--- config.mk ---
export PLATFORM = sky130hd
export DESIGN_NAME = dma_chan_regbank
export DESIGN_NICKNAME = d
export VERILOG_FILES = /design/src/rtl/dmacr_pkg.sv /design/src/rtl/dmacr_stat_reg.sv /design/src/rtl/dmacr_ptr_bank.sv /design/src/rtl/dma_chan_regbank.sv
export SDC_FILE = /design/constraint.sdc
export NUM_CORES = 1
export LEC_CHECK = 0
export ABC_AREA = 1
export BUFFER_PORTS_ARGS = -buffer_cell sky130_fd_sc_hd__buf_4
export CORE_MARGIN = 4
export CORE_UTILIZATION = 45
export DETAILED_ROUTE_END_ITERATION = 8
export PLACE_DENSITY = 0.72
export REMOVE_ABC_BUFFERS = 1
export SYNTH_ARGS = -nofsm -noshare
export SYNTH_HDL_FRONTEND = slang
export SYNTH_SLANG_ARGS = --single-unit
--- constraint.sdc ---
create_clock -name clk -period 2.1 [get_ports clk]
set_clock_uncertainty 0.05 [all_clocks]
set_input_delay 0.105 -clock clk [delete_from_list [all_inputs] [get_ports clk]]
set_output_delay 0.105 -clock clk [all_outputs]
set_load 0.01 [all_outputs]
--- src/rtl/dmacr_pkg.sv ---
package dmacr_pkg;
  localparam int A_CFG    = 'h180;
  localparam int A_ESR    = 'h181;
  localparam int A_IEN    = 'h182;
  localparam int A_TXACT  = 'h184;
  localparam int A_TXEOB  = 'h186;
  localparam int A_TXDERR = 'h187;
  localparam int A_RXACT  = 'h190;
  localparam int A_RXEOB  = 'h192;
  localparam int A_RXDERR = 'h193;
  localparam int A_TXPTR  = 'h1A0;
  localparam int A_RXPTR  = 'h1C0;
  localparam int A_RXSIZE = 'h1E0;

  localparam logic [31:0] CFG_RST  = 32'h0007_C000;
  localparam logic [31:0] CFG_KEEP = 32'h00FF_C087;
  localparam int          SRST_BIT = 31;
  localparam int          MAX_CH   = 32;

  function automatic logic [31:0] cfg_store(input logic [31:0] w);
    return w & CFG_KEEP;
  endfunction

  function automatic logic in_window(input int a, input int base, input int n);
    return (a >= base) && (a < base + n);
  endfunction
endpackage

--- src/rtl/dmacr_stat_reg.sv ---
module dmacr_stat_reg #(
  parameter int W = 4
) (
  input  logic         clk,
  input  logic         rst_n,
  input  logic         soft_rst,
  input  logic         clr_we,
  input  logic [W-1:0] clr_bits,
  input  logic [W-1:0] set_bits,
  output logic [W-1:0] q
);
  function automatic logic [W-1:0] sticky_next(input logic [W-1:0] cur,
                                               input logic [W-1:0] clr,
                                               input logic [W-1:0] set);
    return (cur & ~clr) | set;
  endfunction

  logic [W-1:0] clr_eff;
  assign clr_eff = clr_we ? clr_bits : '0;

  always_ff @(posedge clk or negedge rst_n) begin
    if (!rst_n)        q <= '0;
    else if (soft_rst) q <= '0;
    else               q <= sticky_next(q, clr_eff, set_bits);
  end
endmodule

--- src/rtl/dmacr_ptr_bank.sv ---
module dmacr_ptr_bank #(
  parameter int N    = 4,
  parameter int AW   = 10,
  parameter int BASE = 'h1A0,
  parameter int KW   = 32
) (
  input  logic          clk,
  input  logic          wr_en,
  input  logic [AW-1:0] addr,
  input  logic [KW-1:0] wdata,
  output logic          hit,
  output logic [31:0]   rval
);
  import dmacr_pkg::*;

  logic [KW-1:0] slot [N];

  for (genvar g = 0; g < N; g++) begin : g_slot
    always_ff @(posedge clk) begin
      if (wr_en && int'(addr) == BASE + g) slot[g] <= wdata;
    end
  end

  assign hit = in_window(int'(addr), BASE, N);

  always_comb begin
    rval = '0;
    for (int i = 0; i < N; i++) begin
      if (int'(addr) == BASE + i) rval = 32'(slot[i]);
    end
  end
endmodule

--- src/rtl/dma_chan_regbank.sv ---
module dma_chan_regbank #(
  parameter int TX_CH = 4,
  parameter int RX_CH = 2,
  parameter int ERR_W = 8,
  parameter int AW    = 10
) (
  input  logic             clk,
  input  logic             rst_n,
  input  logic             wr_en,
  input  logic             rd_en,
  input  logic [AW-1:0]    addr,
  input  logic [31:0]      wdata,
  input  logic [TX_CH-1:0] tx_eob_evt,
  input  logic [TX_CH-1:0] tx_derr_evt,
  input  logic [RX_CH-1:0] rx_eob_evt,
  input  logic [RX_CH-1:0] rx_derr_evt,
  input  logic [ERR_W-1:0] err_evt,
  output logic [31:0]      rdata,
  output logic [3:0]       irq
);
  import dmacr_pkg::*;

  localparam int IEN_W = 4;
  localparam int SIZE_W = 8;

  function automatic logic wsel(input logic en, input logic [AW-1:0] a, input int target);
    return en && (int'(a) == target);
  endfunction

  // named internal events
  logic wr_cfg, soft_rst;
  logic wr_ien, wr_txact, wr_rxact;
  logic wr_esr, wr_txeob, wr_txderr, wr_rxeob, wr_rxderr;
  logic [3:0] grp_any;

  assign wr_cfg    = wsel(wr_en, addr, A_CFG);
  assign soft_rst  = wr_cfg && wdata[SRST_BIT];
  assign wr_ien    = wsel(wr_en, addr, A_IEN);
  assign wr_txact  = wsel(wr_en, addr, A_TXACT);
  assign wr_rxact  = wsel(wr_en, addr, A_RXACT);
  assign wr_esr    = wsel(wr_en, addr, A_ESR);
  assign wr_txeob  = wsel(wr_en, addr, A_TXEOB);
  assign wr_txderr = wsel(wr_en, addr, A_TXDERR);
  assign wr_rxeob  = wsel(wr_en, addr, A_RXEOB);
  assign wr_rxderr = wsel(wr_en, addr, A_RXDERR);

  logic [31:0]      cfg_q;
  logic [IEN_W-1:0] ien_q;
  logic [TX_CH-1:0] txact_q;
  logic [RX_CH-1:0] rxact_q;

  always_ff @(posedge clk or negedge rst_n) begin
    if (!rst_n)      cfg_q <= CFG_RST;
    else if (wr_cfg) cfg_q <= cfg_store(wdata);
  end

  always_ff @(posedge clk or negedge rst_n) begin
    if (!rst_n) begin
      ien_q   <= '0;
      txact_q <= '0;
      rxact_q <= '0;
    end else if (soft_rst) begin
      ien_q   <= '0;
      txact_q <= '0;
      rxact_q <= '0;
    end else begin
      if (wr_ien)   ien_q   <= wdata[IEN_W-1:0];
      if (wr_txact) txact_q <= wdata[TX_CH-1:0];
      if (wr_rxact) rxact_q <= wdata[RX_CH-1:0];
    end
  end

  // sticky status words
  logic [ERR_W-1:0] esr_q;
  logic [TX_CH-1:0] txeob_q, txderr_q;
  logic [RX_CH-1:0] rxeob_q, rxderr_q;

  dmacr_stat_reg #(.W(ERR_W)) u_esr (
    .clk(clk), .rst_n(rst_n), .soft_rst(soft_rst), .clr_we(wr_esr),
    .clr_bits(wdata[ERR_W-1:0]), .set_bits(err_evt), .q(esr_q));
  dmacr_stat_reg #(.W(TX_CH)) u_txeob (
    .clk(clk), .rst_n(rst_n), .soft_rst(soft_rst), .clr_we(wr_txeob),
    .clr_bits(wdata[TX_CH-1:0]), .set_bits(tx_eob_evt), .q(txeob_q));
  dmacr_stat_reg #(.W(TX_CH)) u_txderr (
    .clk(clk), .rst_n(rst_n), .soft_rst(soft_rst), .clr_we(wr_txderr),
    .clr_bits(wdata[TX_CH-1:0]), .set_bits(tx_derr_evt), .q(txderr_q));
  dmacr_stat_reg #(.W(RX_CH)) u_rxeob (
    .clk(clk), .rst_n(rst_n), .soft_rst(soft_rst), .clr_we(wr_rxeob),
    .clr_bits(wdata[RX_CH-1:0]), .set_bits(rx_eob_evt), .q(rxeob_q));
  dmacr_stat_reg #(.W(RX_CH)) u_rxderr (
    .clk(clk), .rst_n(rst_n), .soft_rst(soft_rst), .clr_we(wr_rxderr),
    .clr_bits(wdata[RX_CH-1:0]), .set_bits(rx_derr_evt), .q(rxderr_q));

  // pointer and size windows
  logic        txp_hit, rxp_hit, rxs_hit;
  logic [31:0] txp_val, rxp_val, rxs_val;

  dmacr_ptr_bank #(.N(TX_CH), .AW(AW), .BASE(A_TXPTR), .KW(32)) u_txptr (
    .clk(clk), .wr_en(wr_en), .addr(addr), .wdata(wdata),
    .hit(txp_hit), .rval(txp_val));
  dmacr_ptr_bank #(.N(RX_CH), .AW(AW), .BASE(A_RXPTR), .KW(32)) u_rxptr (
    .clk(clk), .wr_en(wr_en), .addr(addr), .wdata(wdata),
    .hit(rxp_hit), .rval(rxp_val));
  dmacr_ptr_bank #(.N(RX_CH), .AW(AW), .BASE(A_RXSIZE), .KW(SIZE_W)) u_rxsize (
    .clk(clk), .wr_en(wr_en), .addr(addr), .wdata(wdata[SIZE_W-1:0]),
    .hit(rxs_hit), .rval(rxs_val));

  // read path
  logic [31:0] rmux;
  always_comb begin
    rmux = '0;
    case (int'(addr))
      A_CFG:    rmux = cfg_q;
      A_ESR:    rmux = 32'(esr_q);
      A_IEN:    rmux = 32'(ien_q);
      A_TXACT:  rmux = 32'(txact_q);
      A_TXEOB:  rmux = 32'(txeob_q);
      A_TXDERR: rmux = 32'(txderr_q);
      A_RXACT:  rmux = 32'(rxact_q);
      A_RXEOB:  rmux = 32'(rxeob_q);
      A_RXDERR: rmux = 32'(rxderr_q);
      default:  rmux = '0;
    endcase
    if (txp_hit) rmux = txp_val;
    if (rxp_hit) rmux = rxp_val;
    if (rxs_hit) rmux = rxs_val;
  end

  always_ff @(posedge clk or negedge rst_n) begin
    if (!rst_n)     rdata <= '0;
    else if (rd_en) rdata <= rmux;
  end

  // interrupt grouping
  assign grp_any[0] = |esr_q;
  assign grp_any[1] = |txeob_q;
  assign grp_any[2] = |rxeob_q;
  assign grp_any[3] = (|txderr_q) | (|rxderr_q);
  assign irq = grp_any & ien_q;
endmodule

==> results.toml <==
[status]
outcome = "completed"

[grt]
globalRouteOverflowTotal = 0
globalRouteTotalUtil = 0.226
antenna_violations_before_repair = 0
grt_first_pass_wirelength_um = 51900
grt_max_degree = 41
first_global_vias = 9299

[detailed_routing]
route.vias.total = 9156
route.antenna.remaining_nets = 0
dr.first_iter.drc_count = 819
number_of_drc_violations_after_detailed_routing = 0
via_to_cell_ratio = 5.39
routedWlPerCell_um = 19.6
detail_route.wirelength_um = 33300
drt_pass1_iterations = 5

[clock_tree]
worst_setup_hold_path_clk_slew_ns = 0.06
cts_max_level = 1
cts_setup_buffers = 0
cts-root-to-sink-buffers = 3
clock_insertion_delay_worst_skew_ns = 0.56
clock_tree.root_cell = "clkbuf_16"
post_cts.resized_instances = 0
cts_tree = "yes"
post_cts_hold_buffer_count = 74
clock_sinks = 284
cts_buffers = 29

[yosys]
post_synthesis_share_of_cell_area_spent_on_full_adders_half_adders_and_majority_gates = 0
synth_cell_types = 40
netlist_area_um2 = 12000
synth.mux.area_fraction = 0.0131
synth_xor_area_frac = 0
yosysWarnings = 0
post_synth_and_or_nand_nor_area_fraction = 0.232
synth-compound-area-share = 0.0400
dominant_combinational_cell_family_by_area_after_synthesis = "simple AND/OR/NAND/NOR gates"
synth-seq-area-share = 0.677
syn_inst = 1126
synth.ff_latch_count = 284
synthesis.area_per_instance_um2 = 10.7

[timing]
post-route-worst-setup-slack_ns = 0.333
worst_slew_pin_slew_ns = 0.680
timing_max_transition_violations_final = 0
report.final.setup_viol = 0
rsz0062_at_grt = "no"
timing.final.crit_period_ns = 1.77
final-hold-violation-count = 0
max_freq_ghz = 0.566
post_route_fraction_of_the_period_consumed_by_the_critical_path = 0.841
timing.slew.headroom = 0.546

[die]
die_w_um = 172
die_y_um = 172
floorplan.initialDensity = 0.460
core_region_area_um2 = 26200
io-pin-count = 102
floorplan.die_area_um2 = 29400
core.rowCount = 59

[layout]
relative_area_change_from_synthesis_to_final_layout_pct = 26.8
antenna_diode_count = 0
final_cell_area_um2 = 15300
layout.nets = 1407
fillCellCount = 2065
finish.utilization = 0.583
drive_gt1_frac = 0.191

[power]
net_sw_frac = 0.207
seq_power_share = 0.510
power_per_cell_area_nw_per_um2 = 778
share_clk_of_total_power = 0.445
power.switching_w = 0.00246
worst_ir_drop_vdd_uv = 654
power_leakage_nw = 6.16
combinationalPowerShare = 0.045
p_int_w = 0.00943

[placed_design]
dp_hpwl_um = 21500
portBuffers = 101
detailed_place.area_um2 = 13500
worst_case_setup_slack_after_placement_ns = 0.192
gp_routability_congestion = 0.901

[critical_path]
crit_arrival_ns = 1.61
cp_data_required_time_ns = 1.95
startpoint_type = "flop"
rr_worst_depth = 6
worstSetupPathType = "flop to primary output"
critPathCaptureType = "primary output"
crit_fanout = 3

[job]
timing.max_cap.violations = 0

[hold_path]
min-delay-path-class = "primary input to asynchronous set/reset pin"
[layout by cell type, fill, tap and decap left out, types with 13 or more instances in the layout]
master	instances
nor2_1	93
clkbuf_16	29
nand2_1	349
buf_4	133
buf_12	13
nand4_1	25
nand3_1	114
dlygate4sd3_1	74
edfxtp_1	208
inv_1	62
dfrtp_1	71
o21ai_0	18
a21oi_1	43
[cells in the mapped netlist, drive strengths merged]
cell type    n  share of area
nand2      356           0.11
edfxtp     208           0.52
nand3      115          0.049
nor2       113          0.042
dfrtp       71           0.15
inv         68          0.021
a21oi       44          0.019
o21ai       30          0.012
buf         29          0.015
nand4       26          0.014
mux2        14          0.013
nor3        14         0.0076
clkbuf       7         0.0022
o211ai       6         0.0037
or2          6         0.0031
dfstp        5          0.011
nor4         4         0.0026
a211oi       2         0.0012
a22o         2         0.0015
a31oi        1        0.00052
a32oi        1        0.00073
and3         1        0.00052
clkinv       1        0.00031
o21a         1        0.00062
o31ai        1        0.00062
[critical path, cell delays in order (launching register included)]
cell and delay, ns:
dfrtp_1 0.41, nor4_1 0.34, a21oi_1 0.14, buf_4 0.16
[power by group through the flow]
stage | sequential [W] | combinational (W) | clock (W)
finish | 0.00606 | 0.000535 | 0.00529
detailed placement | 0.00618 | 0.000449 | 0
floorplan | 0.00618 | 0.000130 | 0
global route | 0.00606 | 0.000579 | 0.00561
CTS | 0.00606 | 0.000533 | 0.00537
global placement | 0.00618 | 0.000444 | 0
[sequential cells by signal (all words and copies together), names as in the netlist]
register       count
rxact_q            2
ien_q              4
rdata             32
u_rxderr.q         2
u_rxsize.slot     16
u_txptr.slot     128
txact_q            4
u_esr.q            8
u_txeob.q          4
u_rxeob.q          2
u_txderr.q         4
u_rxptr.slot      64
cfg_q             14
[cell type report]
class / count / area (um^2) / area share
timing repair buffer: 220 / 2000 / 0.131
sequential: 284 / 8150 / 0.534
clock buffer: 33 / 741 / 0.0485
clock inverter: 21 / 245 / 0.0161
multi-input combinational: 737 / 3460 / 0.226
inverter: 69 / 259 / 0.0170
tap: 335 / 419 / 0.0274
[metrics by stage]
| stage | total power [W] | cells | hold slack [ns] | TNS, ns |
|---|---|---|---|---|
| 6_report | 0.0119 | 1699 | 0.0394 | 0 |
| 3_5_place_dp | 0.00663 | 1571 | 0.0792 | 0 |
| 2_1_floorplan | 0.00631 | 1090 | -0.241 | -179.90 |
| 4_1_cts | 0.0120 | 1699 | 0.0441 | 0 |
| 5_1_grt | 0.0123 | 1699 | 0.0729 | 0 |
| 3_3_place_gp | 0.00662 | 1571 | 0.0746 | 0 |
[logic make-up (layout without fill, tap and decap cells)]
group / count (synthesis) / after routing
simple gates: 635 / 635
buf+inv: 105 / 343
mux: 14 / 14
flops: 284 / 284
compound gates: 88 / 88
[per-layer routing]
metal,vias up,GRT usage,wire length (um)
met5,-,0,0
met4,0,0.0675,989
met3,81,0.0296,2380
met2,398,0.375,16100
met1,4410,0.315,13800
li1,4267,-,-
[path summary, 6_finish.rpt]
path | startpoint | end | slack, ns
max | u_esr.q[6] | irq[0] | 0.33
min | rst_n | u_txeob.q[3] | 0.04
max reg2reg | u_esr.q[3] | rdata[3] | 0.70
min reg2reg | rdata[25] | rdata[25] | 0.43
max in group asynchronous | rst_n | cfg_q[16] | 1.28
min in group clk | wr_en | rxact_q[0] | 0.08
(Power assumes the default switching activity.)
